===== config.mk =====
export PLATFORM = sky130hd
export DESIGN_NAME = pdma_chan
export DESIGN_NICKNAME = d
export VERILOG_FILES = /design/src/rtl/pdma_pkg.sv /design/src/rtl/pdma_unit.sv /design/src/rtl/pdma_dir.sv /design/src/rtl/pdma_lead.sv /design/src/rtl/pdma_chan.sv
export SDC_FILE = /design/constraint.sdc
export NUM_CORES = 1
export LEC_CHECK = 0
export BUFFER_PORTS_ARGS = -buffer_cell sky130_fd_sc_hd__buf_2
export CORE_MARGIN = 2
export CORE_UTILIZATION = 43
export CTS_CLUSTER_SIZE = 30
export DETAILED_ROUTE_END_ITERATION = 7
export GPL_ROUTABILITY_DRIVEN = 0
export PLACE_DENSITY = 0.69
export SYNTH_ARGS = -nofsm -noshare
export SYNTH_HDL_FRONTEND = slang
export SYNTH_SLANG_ARGS = --single-unit

===== constraint.sdc =====
create_clock -name clk -period 4.55 [get_ports clk]
set_input_delay 0.2275 -clock clk [delete_from_list [all_inputs] [get_ports clk]]
set_output_delay 0.2275 -clock clk [all_outputs]
set_load 0.01 [all_outputs]

===== src/rtl/pdma_pkg.sv =====
// Shared definitions for the cipher buffer DMA channel pair.
// Assumes mode codes 0..6 as listed in the brief; code 7 is treated as word.
package pdma_pkg;
    typedef enum logic [2:0] {
        M_ECB   = 3'd0,
        M_CBC   = 3'd1,
        M_OFB   = 3'd2,
        M_CFB64 = 3'd3,
        M_CFB32 = 3'd4,
        M_CFB16 = 3'd5,
        M_CFB8  = 3'd6
    } cmode_e;

    localparam logic [1:0] SZ_BYTE = 2'd0;
    localparam logic [1:0] SZ_HALF = 2'd1;
    localparam logic [1:0] SZ_WORD = 2'd2;
endpackage


===== src/rtl/pdma_unit.sv =====
// Maps the cipher mode to a transfer size code and a byte step.
// Purely combinational; assumes mode is held stable during a transfer.
module pdma_unit
    import pdma_pkg::*;
(
    input  logic [2:0] mode,
    output logic [1:0] size_code,
    output logic [2:0] step_bytes
);
    // Decode the mode into the unit size.
    always_comb begin
        case (cmode_e'(mode))
            M_CFB16: size_code = SZ_HALF;
            M_CFB8:  size_code = SZ_BYTE;
            default: size_code = SZ_WORD;
        endcase
        step_bytes = 3'd1 << size_code;
    end
endmodule


===== src/rtl/pdma_dir.sv =====
// One direction of the channel: current address/count plus a queued pair.
// The count is in units; a completed transfer steps the address by step_bytes.
// Assumes done is only asserted while cnt is nonzero.
module pdma_dir #(
    parameter int AW = 32,
    parameter int CW = 16
) (
    input  logic          clk,
    input  logic          rst_n,
    input  logic [3:0]    we,
    input  logic [AW-1:0] wdata,
    input  logic [2:0]    step_bytes,
    input  logic          done,
    output logic [AW-1:0] ptr,
    output logic [CW-1:0] cnt,
    output logic [CW-1:0] ncnt
);
    logic [AW-1:0] nptr;
    logic          reload;

    // Handover is due when the current count is empty and a queued one exists.
    assign reload = (cnt == '0) && (ncnt != '0);

    // Register update: software write, then handover, then transfer step.
    always_ff @(posedge clk) begin
        if (!rst_n) begin
            ptr  <= '0;
            cnt  <= '0;
            nptr <= '0;
            ncnt <= '0;
        end else begin
            if (we[0])       ptr <= wdata;
            else if (reload) ptr <= nptr;
            else if (done)   ptr <= ptr + AW'(step_bytes);

            if (we[1])       cnt <= wdata[CW-1:0];
            else if (reload) cnt <= ncnt;
            else if (done)   cnt <= cnt - CW'(1);

            if (we[2])       nptr <= wdata;

            if (we[3])       ncnt <= wdata[CW-1:0];
            else if (reload) ncnt <= '0;
        end
    end
endmodule


===== src/rtl/pdma_lead.sv =====
// Tracks how many bytes the transmit side is ahead of the receive side
// and grants room for one more read only if that stays within one block.
module pdma_lead #(
    parameter int BLK_BYTES = 8,
    localparam int LW = $clog2(BLK_BYTES + 1) + 1
) (
    input  logic          clk,
    input  logic          rst_n,
    input  logic          tx_done,
    input  logic          rx_done,
    input  logic [2:0]    step_bytes,
    output logic          room,
    output logic [LW-1:0] lead_bytes
);
    logic [LW-1:0] add_b;
    logic [LW-1:0] sub_b;

    // Byte deltas for this cycle.
    always_comb begin
        add_b = tx_done ? LW'(step_bytes) : '0;
        sub_b = rx_done ? LW'(step_bytes) : '0;
        room  = (lead_bytes + LW'(step_bytes)) <= LW'(BLK_BYTES);
    end

    // Running lead in bytes.
    always_ff @(posedge clk) begin
        if (!rst_n) lead_bytes <= '0;
        else        lead_bytes <= lead_bytes + add_b - sub_b;
    end
endmodule


===== src/rtl/pdma_chan.sv =====
// Cipher buffer DMA channel pair. The transmit side reads memory into the
// cipher; the receive side writes cipher output back to memory. Read data
// passes to the cipher in the grant cycle, and cipher output passes to the
// write bus in the grant cycle, so the block holds no data itself.
// Assumes mode is stable while either count is nonzero.
module pdma_chan
    import pdma_pkg::*;
#(
    parameter int AW        = 32,
    parameter int CW        = 16,
    parameter int DW        = 32,
    parameter int BLK_BYTES = 8
) (
    input  logic          clk,
    input  logic          rst_n,
    input  logic [2:0]    mode,
    input  logic          cfg_we,
    input  logic [2:0]    cfg_sel,
    input  logic [AW-1:0] cfg_wdata,
    output logic          rd_req,
    output logic [AW-1:0] rd_addr,
    output logic [1:0]    rd_size,
    input  logic          rd_gnt,
    input  logic [DW-1:0] rd_data,
    output logic          ci_valid,
    output logic [DW-1:0] ci_data,
    input  logic          ci_ready,
    input  logic          co_valid,
    input  logic [DW-1:0] co_data,
    output logic          co_ready,
    output logic          wr_req,
    output logic [AW-1:0] wr_addr,
    output logic [1:0]    wr_size,
    output logic [DW-1:0] wr_data,
    input  logic          wr_gnt,
    output logic [AW-1:0] tx_ptr,
    output logic [CW-1:0] tx_cnt,
    output logic [CW-1:0] tx_ncnt,
    output logic [AW-1:0] rx_ptr,
    output logic [CW-1:0] rx_cnt,
    output logic [CW-1:0] rx_ncnt,
    output logic          tx_end,
    output logic          tx_all_done,
    output logic          rx_end,
    output logic          rx_all_done
);
    localparam int NDIR = 2;
    localparam int LW   = $clog2(BLK_BYTES + 1) + 1;

    logic [1:0]    size_code;
    logic [2:0]    step_bytes;
    logic          room;
    logic [LW-1:0] lead_bytes;
    logic          tx_done;
    logic          rx_done;

    logic [NDIR-1:0]         done_a;
    logic [AW-1:0]           ptr_a  [NDIR];
    logic [CW-1:0]           cnt_a  [NDIR];
    logic [CW-1:0]           ncnt_a [NDIR];

    pdma_unit u_unit (
        .mode       (mode),
        .size_code  (size_code),
        .step_bytes (step_bytes)
    );

    assign done_a = {rx_done, tx_done};

    // One register set per side; side 0 is transmit, side 1 is receive.
    for (genvar g = 0; g < NDIR; g++) begin : g_dir
        logic [3:0] we_g;
        // Decode the register write for this side.
        always_comb begin
            we_g = '0;
            if (cfg_we && (cfg_sel[2] == g[0])) we_g[cfg_sel[1:0]] = 1'b1;
        end
        pdma_dir #(.AW(AW), .CW(CW)) u_dir (
            .clk        (clk),
            .rst_n      (rst_n),
            .we         (we_g),
            .wdata      (cfg_wdata),
            .step_bytes (step_bytes),
            .done       (done_a[g]),
            .ptr        (ptr_a[g]),
            .cnt        (cnt_a[g]),
            .ncnt       (ncnt_a[g])
        );
    end

    pdma_lead #(.BLK_BYTES(BLK_BYTES)) u_lead (
        .clk        (clk),
        .rst_n      (rst_n),
        .tx_done    (tx_done),
        .rx_done    (rx_done),
        .step_bytes (step_bytes),
        .room       (room),
        .lead_bytes (lead_bytes)
    );

    // Transmit path: read when units remain, the lead allows, and the cipher accepts.
    always_comb begin
        rd_req   = (cnt_a[0] != '0) && room && ci_ready;
        rd_addr  = ptr_a[0];
        rd_size  = size_code;
        tx_done  = rd_req && rd_gnt;
        ci_valid = tx_done;
        ci_data  = rd_data;
    end

    // Receive path: write cipher output while units remain.
    always_comb begin
        wr_req   = co_valid && (cnt_a[1] != '0);
        wr_addr  = ptr_a[1];
        wr_size  = size_code;
        wr_data  = co_data;
        rx_done  = wr_req && wr_gnt;
        co_ready = rx_done;
    end

    // Visible state and status flags.
    always_comb begin
        tx_ptr      = ptr_a[0];
        tx_cnt      = cnt_a[0];
        tx_ncnt     = ncnt_a[0];
        rx_ptr      = ptr_a[1];
        rx_cnt      = cnt_a[1];
        rx_ncnt     = ncnt_a[1];
        tx_end      = (cnt_a[0] == '0);
        tx_all_done = tx_end && (ncnt_a[0] == '0);
        rx_end      = (cnt_a[1] == '0);
        rx_all_done = rx_end && (ncnt_a[1] == '0);
    end
endmodule


Word level (Yosys, flattened, before mapping)
Cells that the tools add are included.
{"block": "word_totals", "register_bits": 197, "inputBits": 109, "output_inout_bits": 268, "word_cells": 72}
{"block": "op_classes", "addsub": 7, "n_lt_le_gt_ge": 3, "eq_ne": 2, "n_shift": 1, "mux": 23, "bitwise": 1, "n_reduce_logical": 26}
{"operator": "32-bit two-way mux", "n": 6}
{"operator": "16-bit two-way mux", "n": 10}
{"operator": "32-bit by 3-bit adder with 32-bit output", "n": 2}
{"operator": "16-bit zero test", "n": 4}
{"operator": "16-bit nonzero test", "n": 4}
{"operator": "16-bit by 1-bit subtractor with 16-bit output (second input constant)", "n": 2}
{"operator": "1-bit logical AND", "n": 12}
{"operator": "3-bit nonzero test", "n": 4}
{"operator": "4-bit two-way mux", "n": 2}
{"operator": "3-bit == test (second input constant)", "n": 2}
{"operator": "3-bit two-way mux", "n": 2}
{"operator": "5-bit by 3-bit adder with 5-bit output", "n": 1}
{"operator": "5-bit adder", "n": 1}
{"operator": "5-bit by 4-bit <= comparator with 1-bit output (second input constant)", "n": 1}
{"operator": "5-bit subtractor", "n": 1}
{"operator": "2-bit one-hot mux with 2 select lines", "n": 1}
{"operator": "2-bit nonzero test", "n": 2}
{"operator": "2-bit by 3-bit less-than comparator with 1-bit output (second input constant)", "n": 1}
{"operator": "1-bit by 2-bit left shift with 3-bit output (first input constant)", "n": 1}
{"operator": "1-bit demux with 2-bit select", "n": 1}
{"operator": "2-bit by 1-bit greater-or-equal comparator with 1-bit output (second input constant)", "n": 1}
{"operator": "1-bit two-way mux", "n": 1}
{"operator": "1-bit NOT", "n": 1}

Depth between registers and ports, before layout
Gate-level depths: netlist of run 1.
{"block": "logic_depth", "word_depth": 11, "depth_mapped": 20, "depth_no_buf": 19}

By module
A second synthesis of run 1 with hierarchy kept.
{"block": "unflattened", "cells_unflattened": 1496, "hier_area_um2": 12431.9}
{"module": "pdma_dir", "instances": 2, "cells_per_inst": 629, "area_each_um2": 5318.9, "seq_area_each_um2": 1921.8}
{"module": "pdma_chan", "instances": 1, "cells_per_inst": 171, "area_each_um2": 1208.7, "seq_area_each_um2": 0.0}
{"module": "pdma_lead", "instances": 1, "cells_per_inst": 61, "area_each_um2": 538.0, "seq_area_each_um2": 100.1}
{"module": "pdma_unit", "instances": 1, "cells_per_inst": 6, "area_each_um2": 47.5, "seq_area_each_um2": 0.0}

Worst setup path after synthesis of run 1
Ideal clock, no wire load.
{"block": "synth_timing", "kind": "input port to flip-flop", "from": "in mode[1]", "to": "reg u_lead.lead_bytes[4]", "setup_time_ns": 0.128, "arrival_time_ns": 4.141, "required_time_ns": 4.422, "slack_ns": 0.281, "stages": 20, "path_buffers": 1, "path_cell_list": "nand2_1 > or2_2 > inv_1 > ha_1 > inv_1 > fa_1 > nand2b_1 > o211ai_2 > a32o_1 > nand3_1 > clkinv_1 > clkbuf_1 > nand2_1 > fa_1 > inv_1 > fa_1 > a21o_1 > a21oi_1 > xnor2_1 > nor2_1"}
{"block": "synth_via", "elab_chain_cells": 11, "elab_cells_between_ends": 13, "cone_classes": "add/sub: 3; order compare: 1; eq/ne: 2; shift: 1; mux: 3; reduce/logical: 3"}
{"element": "start, declared", "line_no": "pdma_chan.sv:16", "rtl": "input logic [2:0] mode,"}
{"element": "3-bit == test", "line_no": "pdma_unit.sv:12", "rtl": "case (cmode_e'(mode))"}
{"element": "2-bit one-hot mux with 2 select lines (*)", "line_no": "pdma_unit.sv:12"}
{"element": "1-bit by 2-bit left shift with 3-bit output (*)", "line_no": "pdma_unit.sv:17", "rtl": "step_bytes = 3'd1 << size_code;"}
{"element": "5-bit by 3-bit adder with 5-bit output (*)", "line_no": "pdma_lead.sv:22", "rtl": "room = (lead_bytes + LW'(step_bytes)) <= LW'(BLK_BYTES);"}
{"element": "5-bit by 4-bit <= comparator with 1-bit output (*)", "line_no": "pdma_lead.sv:22"}
{"element": "1-bit logical AND (*) (2 in a row)", "line_no": "pdma_chan.sv:103", "rtl": "rd_req = (cnt_a[0] != '0) && room && ci_ready;"}
{"element": "1-bit logical AND (*)", "line_no": "pdma_chan.sv:106", "rtl": "tx_done = rd_req && rd_gnt;"}
{"element": "net ci_valid", "line_no": "pdma_chan.sv:25", "rtl": "output logic ci_valid,"}
{"element": "3-bit two-way mux (*)", "line_no": "pdma_lead.sv:20", "rtl": "add_b = tx_done ? LW'(step_bytes) : '0;"}
{"element": "5-bit adder (*)", "line_no": "pdma_lead.sv:28", "rtl": "else lead_bytes <= lead_bytes + add_b - sub_b;"}
{"element": "5-bit subtractor (*)", "line_no": "pdma_lead.sv:28"}
{"element": "end signal, assigned", "line_no": "pdma_lead.sv:28"}
{"element": "end, declared", "line_no": "pdma_lead.sv:13", "rtl": "output logic [LW-1:0] lead_bytes"}
The timed path passes the listed nets; every way through them passes the cells marked *.
A chain may end at the register's enable or synchronous reset.

Worst setup path in the final report of run 1
{"block": "layout_timing", "from": "in mode[1]", "to": "reg u_lead.lead_bytes[4]"}
{"block": "layout_via", "elab_chain_cells": 11, "elab_cells_between_ends": 13, "cone_classes": "add/sub: 3; order compare: 1; eq/ne: 2; shift: 1; mux: 3; reduce/logical: 3"}
{"element": "3-bit == test", "line_no": "pdma_unit.sv:12"}
{"element": "2-bit one-hot mux with 2 select lines (*)", "line_no": "pdma_unit.sv:12"}
{"element": "1-bit by 2-bit left shift with 3-bit output (*)", "line_no": "pdma_unit.sv:17"}
{"element": "5-bit by 3-bit adder with 5-bit output", "line_no": "pdma_lead.sv:22"}
{"element": "5-bit by 4-bit <= comparator with 1-bit output", "line_no": "pdma_lead.sv:22"}
{"element": "1-bit logical AND (2 in a row)", "line_no": "pdma_chan.sv:103"}
{"element": "1-bit logical AND", "line_no": "pdma_chan.sv:106"}
{"element": "3-bit two-way mux", "line_no": "pdma_lead.sv:20"}
{"element": "5-bit adder", "line_no": "pdma_lead.sv:28"}
{"element": "5-bit subtractor (*)", "line_no": "pdma_lead.sv:28"}
Every way passes the cells marked *; elsewhere a longest branch is shown, timed or not.

==> results.cfg, run 1 <==
[run_status]
status = finished clean

[worst_setup_path]
regToRegSetupSlack_ns = 0.86
startpoint = mode[1]
r2r-end = u_lead.lead_bytes[4]$_SDFF_PN0_
reg2reg_depth = 16
worstReg2RegStart = u_lead.lead_bytes[0]$_SDFF_PN0_
required_ns = 4.89
cp.arrival_ns = 4.04
start_kind = primary input
crit_fanout = 5
worstSetupPathType = in2reg
end_kind = flip-flop

[die]
core_sq_um = 26900
die_w_um = 169
num_rows = 60
dieHeight_um = 169
die_area_sq_um = 28600
start_util = 0.436
ios = 377

[power_and_ir_drop]
leakage_nw = 5.15
power_w = 0.00671
cellPowerDensity_nw_per_um2 = 526
ir_worst_vdd_uv = 259

[yosys]
synth_most_common_cell = nand2_1
syn_area_sq_um = 11700
synth_nets = 1721
synth_common_cells = 285 x nand2_1, 197 x a21oi_1, 197 x dfxtp_1
synthArstFlopShare = 0
synth_cell_types = 82
ys_seq_area_frac = 0.337
post-synth-top-area-cell = dfxtp_1
synth_edf_count = 0
yosysWarnings = 0
syn_inst = 1590
synthTopCellsByArea = dfxtp_1 34%, nand2_1 9.1%, buf_4 8.5%
ys_seq_elements = 197
syn_avg_cell_area_sq_um = 7.36
ys.flop_type = dfxtp_1
netlist.area_leader.share = 0.337

[place]
dp.cells = 1968
io_buffers = 248
dp_hpwl_um = 27100

[timing]
setup-violations-final = 0
setup_tns_ns = 0
period_needed_ns = 3.70
rsz0062_at_grt = no
tightest_slew_ns = 1.19
finalHoldViolations = 0
skew_ns = 0.0189
relSlewSlack = 0.202
drv_slew = 0
fmax_ghz = 0.270
min_period_over_period = 0.814

[detailed_routing]
wl_per_cell_um = 20.0
drtAntennaViolNets = 0
drc = 0
drt_pass1_iterations = 7
drt_iter0_markers = 1327
routed_via_density = 5.99
num_vias = 12000
routed_wl_um = 40100

[job]
cap_viol_max_count = 0

[finish]
layout-drive-gt1-share = 0.202
register_area_sq_um = 3940
nFillCells = 2728
multi_input_area_sq_um = 6260
stdcell_count = 2000
fin_nets = 1777
area_growth_syn_to_layout_pct = 9.13
antennaDiodeCount = 0

[grt]
grt_use_total = 0.268
grt_pass1_vias = 10600
grt_max_degree = 57
overflow = 0
antenna_found_initial = 1
grt_pass1_wl_um = 60300

[clock_tree]
numCtsBuffers = 17
cts_max_path_buffers = 2
root_buffer = clkbuf_16
post_cts_resized = 0
cts_tree = yes
clkLatencyLatePin_ns = 0.45
cts_max_level = 4
postCtsSetupBuffers = 0
postCtsHoldBufs = 0
clock_sinks = 197
clk_pin_slew_ns = 0.08

[hold_path]
hp-class = in2reg
whs_endpoint = g_dir[0].u_dir.nptr[27]$_SDFFE_PN0P_
hold_path.startpoint = cfg_wdata[27]
worstHoldPathCells = 3
sequential cells by signal, summed over array words and instances (netlist names):
| signal | count |
|---|---|
| g_dir.u_dir.ptr | 64 |
| g_dir.u_dir.cnt | 32 |
| u_lead.lead_bytes | 5 |
| g_dir.u_dir.nptr | 64 |
| g_dir.u_dir.ncnt | 32 |
worst max-delay path: stages:
cell,delay (ns)
buf_2,0.09
nand2_1,0.04
or2_2,0.29
inv_1,0.15
ha_1,0.20
inv_1,0.06
fa_1,0.41
xnor2_1,0.17
o2bb2ai_1,0.23
a32o_1,0.29
nand3_1,0.14
clkinv_1,0.10
nand2_1,0.07
fa_1,0.48
inv_1,0.07
fa_1,0.47
a21o_1,0.19
a21oi_1,0.18
xnor2_1,0.14
nor2_1,0.05
area by class of cell:
| type | count | share of cell area |
|---|---|---|
| clock inverter | 13 | 0.0110 |
| inverter | 27 | 0.00813 |
| multi-input combinational | 1129 | 0.490 |
| sequential | 197 | 0.309 |
| tap | 341 | 0.0334 |
| timing repair buffer | 274 | 0.113 |
| clock buffer | 19 | 0.0355 |
metrics by stage:
stage	utilization	area (sq um)	setup WS (ns)	hold slack, ns
after floorplan	-	11700	0.281	0.358
after global placement	0.453	12200	0.534	0.437
after detailed placement	0.453	12200	0.412	0.442
after CTS	0.475	12800	0.882	0.0462
after global routing	0.475	12800	0.562	0.0680
final	0.475	12800	0.848	0.0651
cell families after synthesis:
logic type               count (synthesis)  share of synthesized area
XOR/XNOR                                42                     0.0314
multiplexers                             2                    0.00171
AND/OR/NAND/NOR                        652                      0.261
flip-flops                             197                      0.337
adder cells (fa/ha/maj)                 22                     0.0274
buffers and inverters                  264                      0.131
AO/OA/AOI/OAI                          411                      0.211
worst max path at each step:
| stage | slack (ns) | endpoint |
|---|---|---|
| floorplan | 0.28 | u_lead.lead_bytes[4]$_SDFF_PN0_ |
| global placement | 0.53 | u_lead.lead_bytes[4]$_SDFF_PN0_ |
| detailed placement | 0.41 | u_lead.lead_bytes[4]$_SDFF_PN0_ |
| CTS | 0.88 | u_lead.lead_bytes[4]$_SDFF_PN0_ |
| global route | 0.56 | u_lead.lead_bytes[4]$_SDFF_PN0_ |
| finish | 0.85 | u_lead.lead_bytes[4]$_SDFF_PN0_ |
cell usage in the layout, fill, tap and decap left out, types with 26 or more instances in the layout:
cell     count
nand2_1    285
buf_2      248
a21oi_1    197
dfxtp_1    197
nor2_1     100
nand3_1     86
o21ai_0     70
nor3_1      32
a31oi_1     32
xnor2_1     27
nor4_1      26
where the power goes:
group	total [W]	switching, W	internal [W]
sequential	0.00228	0.000339	0.00194
combinational	0.00288	0.00183	0.00106
clock	0.00155	0.000741	0.000805
layer usage:
layer / GRT usage / wire [um] / part of all wire / vias to the layer above
li1: - / - / - / 5592
met1: 0.363 / 16800 / 0.42 / 5678
met2: 0.425 / 18500 / 0.46 / 612
met3: 0.0479 / 3450 / 0.086 / 87
met4: 0.105 / 1270 / 0.032 / 4
met5: 0 / 27 / 0.00067 / -
(Power assumes the default switching activity.)
==> run 2: changes to the inputs <==
ABC_AREA = 1   (was not set)
PLACE_DENSITY = 0.71   (was 0.69)
clock period = 3.3 ns   (was 4.55 ns; I/O delays follow)
==> run 2 against run 1 <==
Compared with the run above:
- synthesized cell count increased by 27%
- worst setup slack got worse by 0.67 ns
- sequential power increased by 50%
- final cell count increased by 25%
- via count increased by 13%
- critical path depth unchanged
- largest power group unchanged
- critical endpoint unchanged
==> results.cfg, run 2 <==
[run_status]
status = finished clean

[worst_setup_path]
crit_fanout = 3
cp_slowest_cell = fa_1
reg2reg_depth = 20
required_ns = 3.63
worst-path-stages = 20
end_kind = flip-flop
crit_path_cell_trace = ha_4 -> inv_1 -> fa_2 -> inv_2 -> nand3_1 -> nand2_1 -> nor2_1 -> nor2_1 -> nand4_1 -> inv_2 -> nand2_1 -> fa_1 -> inv_2 -> fa_2 -> nand2_1 -> nand2_1 -> a21oi_2 -> inv_1 -> o21ai_1 -> a21oi_1
cp_top_family = adder cells
crit_top_cell = nand2_1
worstSetupPathType = reg2reg
cp.arrival_ns = 3.45
cp_slowest_stage_delay_ns = 0.50
start_kind = flip-flop
cp_num_buf_inv = 5

[finish]
stdcell_area_sq_um = 14200
nFillCells = 3074
stdcell_count = 2507
final_common_cell = nand2_1
fin_nets = 2237
final_cell_mix = 421 x nand2_1, 248 x nor2_1, 247 x buf_2, 240 x inv_1, 196 x dfxtp_1
area_growth_syn_to_layout_pct = 10.2
layout-drive-gt1-share = 0.162
reg_top3 = g_dir.u_dir.nptr (64), g_dir.u_dir.ptr (64)
antennaDiodeCount = 0
fin_util = 0.480

[grt]
grt-busiest-layer = met2
grt_use_total = 0.275
overflow = 0
grt_util_met1 = 0.376
grtUsageMet3 = 0.0378
use_met2 = 0.430
grt_max_degree = 71
grt_pass1_wl_um = 67400
antenna_found_initial = 0
grt_pass1_vias = 12200

[power_and_ir_drop]
sequentialPowerShare = 0.327
power_w = 0.0105
ir_worst_vdd_uv = 335
p_int_w = 0.00579
leakage_nw = 6.77
comb_power_share = 0.472
cellPowerDensity_nw_per_um2 = 741
p_sw_w = 0.00472
p_clk_frac = 0.202
swShare = 0.449

[die]
start_util = 0.435
num_rows = 63
core_sq_um = 29600
dieHeight_um = 177
ios = 377
die_w_um = 177
die_area_sq_um = 31300

[yosys]
post-synth-top-area-cell = dfxtp_1
synth_most_common_cell = nand2_1
synth_nets = 2151
syn_area_sq_um = 12900
ys.flop_type = dfxtp_1
yosysWarnings = 0
ys_seq_elements = 197
syn_inst = 2020
synth_cell_types = 40
ys_seq_area_frac = 0.306
synth_edf_count = 0
synth_common_cells = 421 x nand2_1, 249 x nor2_1, 246 x inv_1
netlist.area_leader.share = 0.306
syn_avg_cell_area_sq_um = 6.37
synthTopCellsByArea = dfxtp_1 31%, nand2_1 12%, buf_4 7.8%
synthArstFlopShare = 0

[detailed_routing]
drc = 0
drtAntennaViolNets = 0
num_vias = 13500
routed_via_density = 5.38
wl_per_cell_um = 17.5
routed_wl_um = 43800
drt_pass1_iterations = 7
drt_iter0_markers = 1451

[timing]
relSlewSlack = 0.469
fmax_ghz = 0.320
setup-violations-final = 0
skew_ns = 0.0125
drv_slew = 0
min_period_over_period = 0.946
tightest_slew_ns = 0.794
rsz0062_at_grt = no
finalHoldViolations = 0
period_needed_ns = 3.12

[clock_tree]
cts_max_level = 4
clk_pin_slew_ns = 0.07
clkLatencyLatePin_ns = 0.45
cts_max_path_buffers = 2
cts_tree = yes
postCtsHoldBufs = 0
numCtsBuffers = 17
root_buffer = clkbuf_16
clock_sinks = 197

[place]
dpl_cell_area_sq_um = 13600
dp.cells = 2475
dp_hpwl_um = 31900
io_buffers = 248

[hold_path]
hp-class = in2reg
worstHoldPathCells = 3

[job]
cap_viol_max_count = 0
run 2: power groups by stage:
| stage | sequential, W | combinational, W | clock (W) |
|---|---|---|---|
| global placement | 0.00345 | 0.00477 | 0 |
| global route | 0.00350 | 0.00557 | 0.00223 |
| detailed placement | 0.00347 | 0.00482 | 0 |
| floorplan | 0.00343 | 0.00357 | 0 |
| finish | 0.00343 | 0.00496 | 0.00212 |
| CTS | 0.00342 | 0.00486 | 0.00213 |
run 2: cell type report:
type                    count  area [sq um]  area share
well taps                 390           488      0.0344
clock buffers              23           478      0.0337
multi-input cells        1357          6730       0.474
repair buffers            279          1490       0.105
flip-flops and latches    197          3950       0.278
clock inverters             7          97.6     0.00688
inverters                 254           958      0.0676
run 2: per-layer routing:
layer | share of wire | up-vias
li1 | - | 6542
met3 | 0.078 | 118
met5 | 0 | -
met1 | 0.44 | 6172
met2 | 0.44 | 668
met4 | 0.041 | 0
run 2: cell families after synthesis:
kind of cell,share of synthesized area
adder cells (fa/ha/maj),0.0249
buffers and inverters,0.177
flip-flops,0.306
XOR/XNOR,0.0401
AO/OA/AOI/OAI,0.165
AND/OR/NAND/NOR,0.287
run 2: final timing paths:
kind	startpoint	slack [ns]	to
hold / removal	cfg_wdata[18]	0.01	g_dir[1].u_dir.nptr[18]$_SDFFE_PN0P_
hold reg to reg	g_dir[1].u_dir.nptr[0]$_SDFFE_PN0P_	0.45	g_dir[1].u_dir.nptr[0]$_SDFFE_PN0P_
setup / recovery	u_lead.lead_bytes[0]$_SDFF_PN0_	0.18	u_lead.lead_bytes[4]$_SDFF_PN0_
setup reg to reg	u_lead.lead_bytes[0]$_SDFF_PN0_	0.18	u_lead.lead_bytes[4]$_SDFF_PN0_
run 2: worst register-to-register path: cells and delay by family, from the launching register on:
family | cells | cell delay (ns)
simple gates | 8 | 0.66
buf+inv | 5 | 0.34
flops | 1 | 0.36
fa+ha+maj | 4 | 1.38
compound gates | 3 | 0.28
run 2: through the flow:
step	setup WS [ns]	hold slack [ns]	TNS, ns
3_3_place_gp	0.0396	0.330	0
2_1_floorplan	0.00548	0.308	0
3_5_place_dp	-0.0424	0.330	-0.0718
5_1_grt	0.00654	0.0253	0
6_report	0.179	0.00959	0
4_1_cts	0.0761	0.00252	0
run 2: repair_timing:
item	in CTS	in global routing
buffers inserted	0	2
endpoints found under the setup margin	0	2
gates resized for setup	0	8
==> run 3: changes to the inputs <==
CTS_BUF_LIST = sky130_fd_sc_hd__clkbuf_4   (was not set)
==> run 3 against run 2 <==
Compared with the run above:
- non-clock buffer count grew 32
- largest cell class unchanged
- critical endpoint unchanged
- largest power group unchanged
- register-to-register slack lost 0.03 ns
- combinational power is essentially flat
- via count grew 0.54%
==> results.cfg, run 3 (synthesized netlist as in run 2, its figures left out) <==
[run_status]
status = finished clean

[power_and_ir_drop]
power_w = 0.00971
ir_worst_vdd_uv = 311
leakage_nw = 6.76
cellPowerDensity_nw_per_um2 = 684

[timing]
skew_ns = 0.0299
min_period_over_period = 0.953
tightest_slew_ns = 0.785
period_needed_ns = 3.15
drv_slew = 0
finalHoldViolations = 0
relSlewSlack = 0.476
fmax_ghz = 0.318
setup-violations-final = 0
timing.hold.ws_ns = 0.0643

[worst_setup_path]
end_kind = flip-flop
cp_slowest_cell = fa_1
cp.arrival_ns = 3.66
cp-endpoint = u_lead.lead_bytes[4]$_SDFF_PN0_
start_kind = flip-flop
r2r-end = u_lead.lead_bytes[4]$_SDFF_PN0_
cp_top_family = adder cells
regToRegSetupSlack_ns = 0.15
startpoint = u_lead.lead_bytes[0]$_SDFF_PN0_
crit_path_cell_trace = ha_4 -> inv_2 -> fa_2 -> inv_2 -> nand3_1 -> nand2_1 -> nor2_1 -> nor2_1 -> nand4_1 -> inv_2 -> nand2_2 -> fa_1 -> inv_2 -> fa_2 -> nand2_1 -> nand2_1 -> a21oi_2 -> inv_1 -> o21ai_1 -> a21oi_1
worstSetupPathType = reg2reg
cp_num_buf_inv = 5
required_ns = 3.81
reg2reg_depth = 20
crit_top_cell = inv_2
crit_fanout = 3
worst-path-stages = 20
worstReg2RegStart = u_lead.lead_bytes[0]$_SDFF_PN0_
cp_slowest_stage_delay_ns = 0.50

[die]
die_w_um = 177
core_sq_um = 29600
ios = 377
num_rows = 63
start_util = 0.435
dieHeight_um = 177
die_area_sq_um = 31300

[finish]
register_area_sq_um = 3950
final_cell_mix = 420 x nand2_1, 248 x nor2_1, 247 x buf_2, 239 x inv_1, 196 x dfxtp_1
area_growth_syn_to_layout_pct = 10.2
layout-drive-gt1-share = 0.161
nFillCells = 3111
multi_input_area_sq_um = 6730
final_common_cell = nand2_1
fin_nets = 2269
reg_top3 = g_dir.u_dir.nptr (64), g_dir.u_dir.ptr (64)

[clock_tree]
numCtsBuffers = 17
cts_max_level = 4
root_buffer = clkbuf_4
cts_max_path_buffers = 2
clock_sinks = 197
clk_pin_slew_ns = 0.15
cts_tree = yes
clkLatencyLatePin_ns = 0.62

[grt]
grt_use_total = 0.274
grt_pass1_wl_um = 67200
overflow = 0
grt_max_degree = 71
grt_pass1_vias = 12300
antenna_found_initial = 2

[detailed_routing]
routed_via_density = 5.34
drtAntennaViolNets = 0
drt_pass1_iterations = 5
drc = 0
routed_wl_um = 43800
wl_per_cell_um = 17.3
num_vias = 13600
drt_iter0_markers = 1357

[place]
io_buffers = 248
dp_hpwl_um = 31900

[hold_path]
worstHoldPathCells = 4
hp-class = in2reg
hold_path.startpoint = cfg_sel[2]

[job]
cap_viol_max_count = 0
run 3: cell count changes in the layout (fill, tap and decap cells not counted):
| cell | previous run | this run |
|---|---|---|
| clkbuf_1 | 3 | 0 |
| clkbuf_16 | 17 | 0 |
| clkbuf_4 | 0 | 20 |
| clkbuf_8 | 3 | 0 |
| clkinv_1 | 1 | 4 |
| diode_2 | 0 | 1 |
| dlygate4sd3_1 | 0 | 32 |
| inv_1 | 240 | 239 |
| inv_2 | 11 | 12 |
| nand2_1 | 421 | 420 |
| nand2_2 | 3 | 4 |
run 3: through the flow:
step	std cells	setup WS [ns]	area [sq um]	setup TNS, ns	utilization
floorplan	2020	0.00548	12900	0	-
CTS	2537	0.0465	14100	0	0.478
global placement	2475	0.0396	13600	0	0.459
finish	2540	0.154	14200	0	0.480
global route	2540	-0.0115	14200	-0.0115	0.480
detailed placement	2475	-0.0424	13600	-0.0718	0.459
run 3: report_power, final:
group	switching (W)	internal (W)
sequential	0.000650	0.00278
combinational	0.00312	0.00186
clock	0.000836	0.000461
run 3: final cells by class:
type,count,area share
Multi-Input combinational cell,1357,0.474
Clock buffer,20,0.0106
Timing Repair Buffer,311,0.128
Tap cell,390,0.0344
Clock inverter,10,0.00767
Antenna cell,1,0.000176
Sequential cell,197,0.278
Inverter,254,0.0675
run 3: how the worst min path moves through the flow:
stage,to,slack (ns)
after floorplan,g_dir[0].u_dir.nptr[16]$_SDFFE_PN0P_,0.31
after global placement,ci_data[0],0.33
after detailed placement,ci_data[0],0.33
after CTS,g_dir[0].u_dir.nptr[1]$_SDFFE_PN0P_,0.04
after global routing,g_dir[0].u_dir.nptr[1]$_SDFFE_PN0P_,0.06
final,g_dir[0].u_dir.nptr[1]$_SDFFE_PN0P_,0.06
run 3: tightest hold or removal path, cell delays in order:
cell and delay, ns:
buf_2 0.11, nor2_1 0.08, nand2_1 0.19, a21oi_1 0.10
run 3: layer usage:
metal	vias to the layer above	part of all wire	track usage
li1	6596	-	-
met1	6193	0.44	0.374
met2	646	0.43	0.423
met3	136	0.081	0.0402
met4	2	0.047	0.131
met5	-	0.00030	0
run 3: repair_timing:
| action | CTS | global route |
|---|---|---|
| endpoints found under the hold margin | 95 | 0 |
| setup endpoints to repair | 0 | 2 |
| hold buffers | 32 | 0 |
| setup buffers | 0 | 2 |
| resized for setup | 0 | 10 |
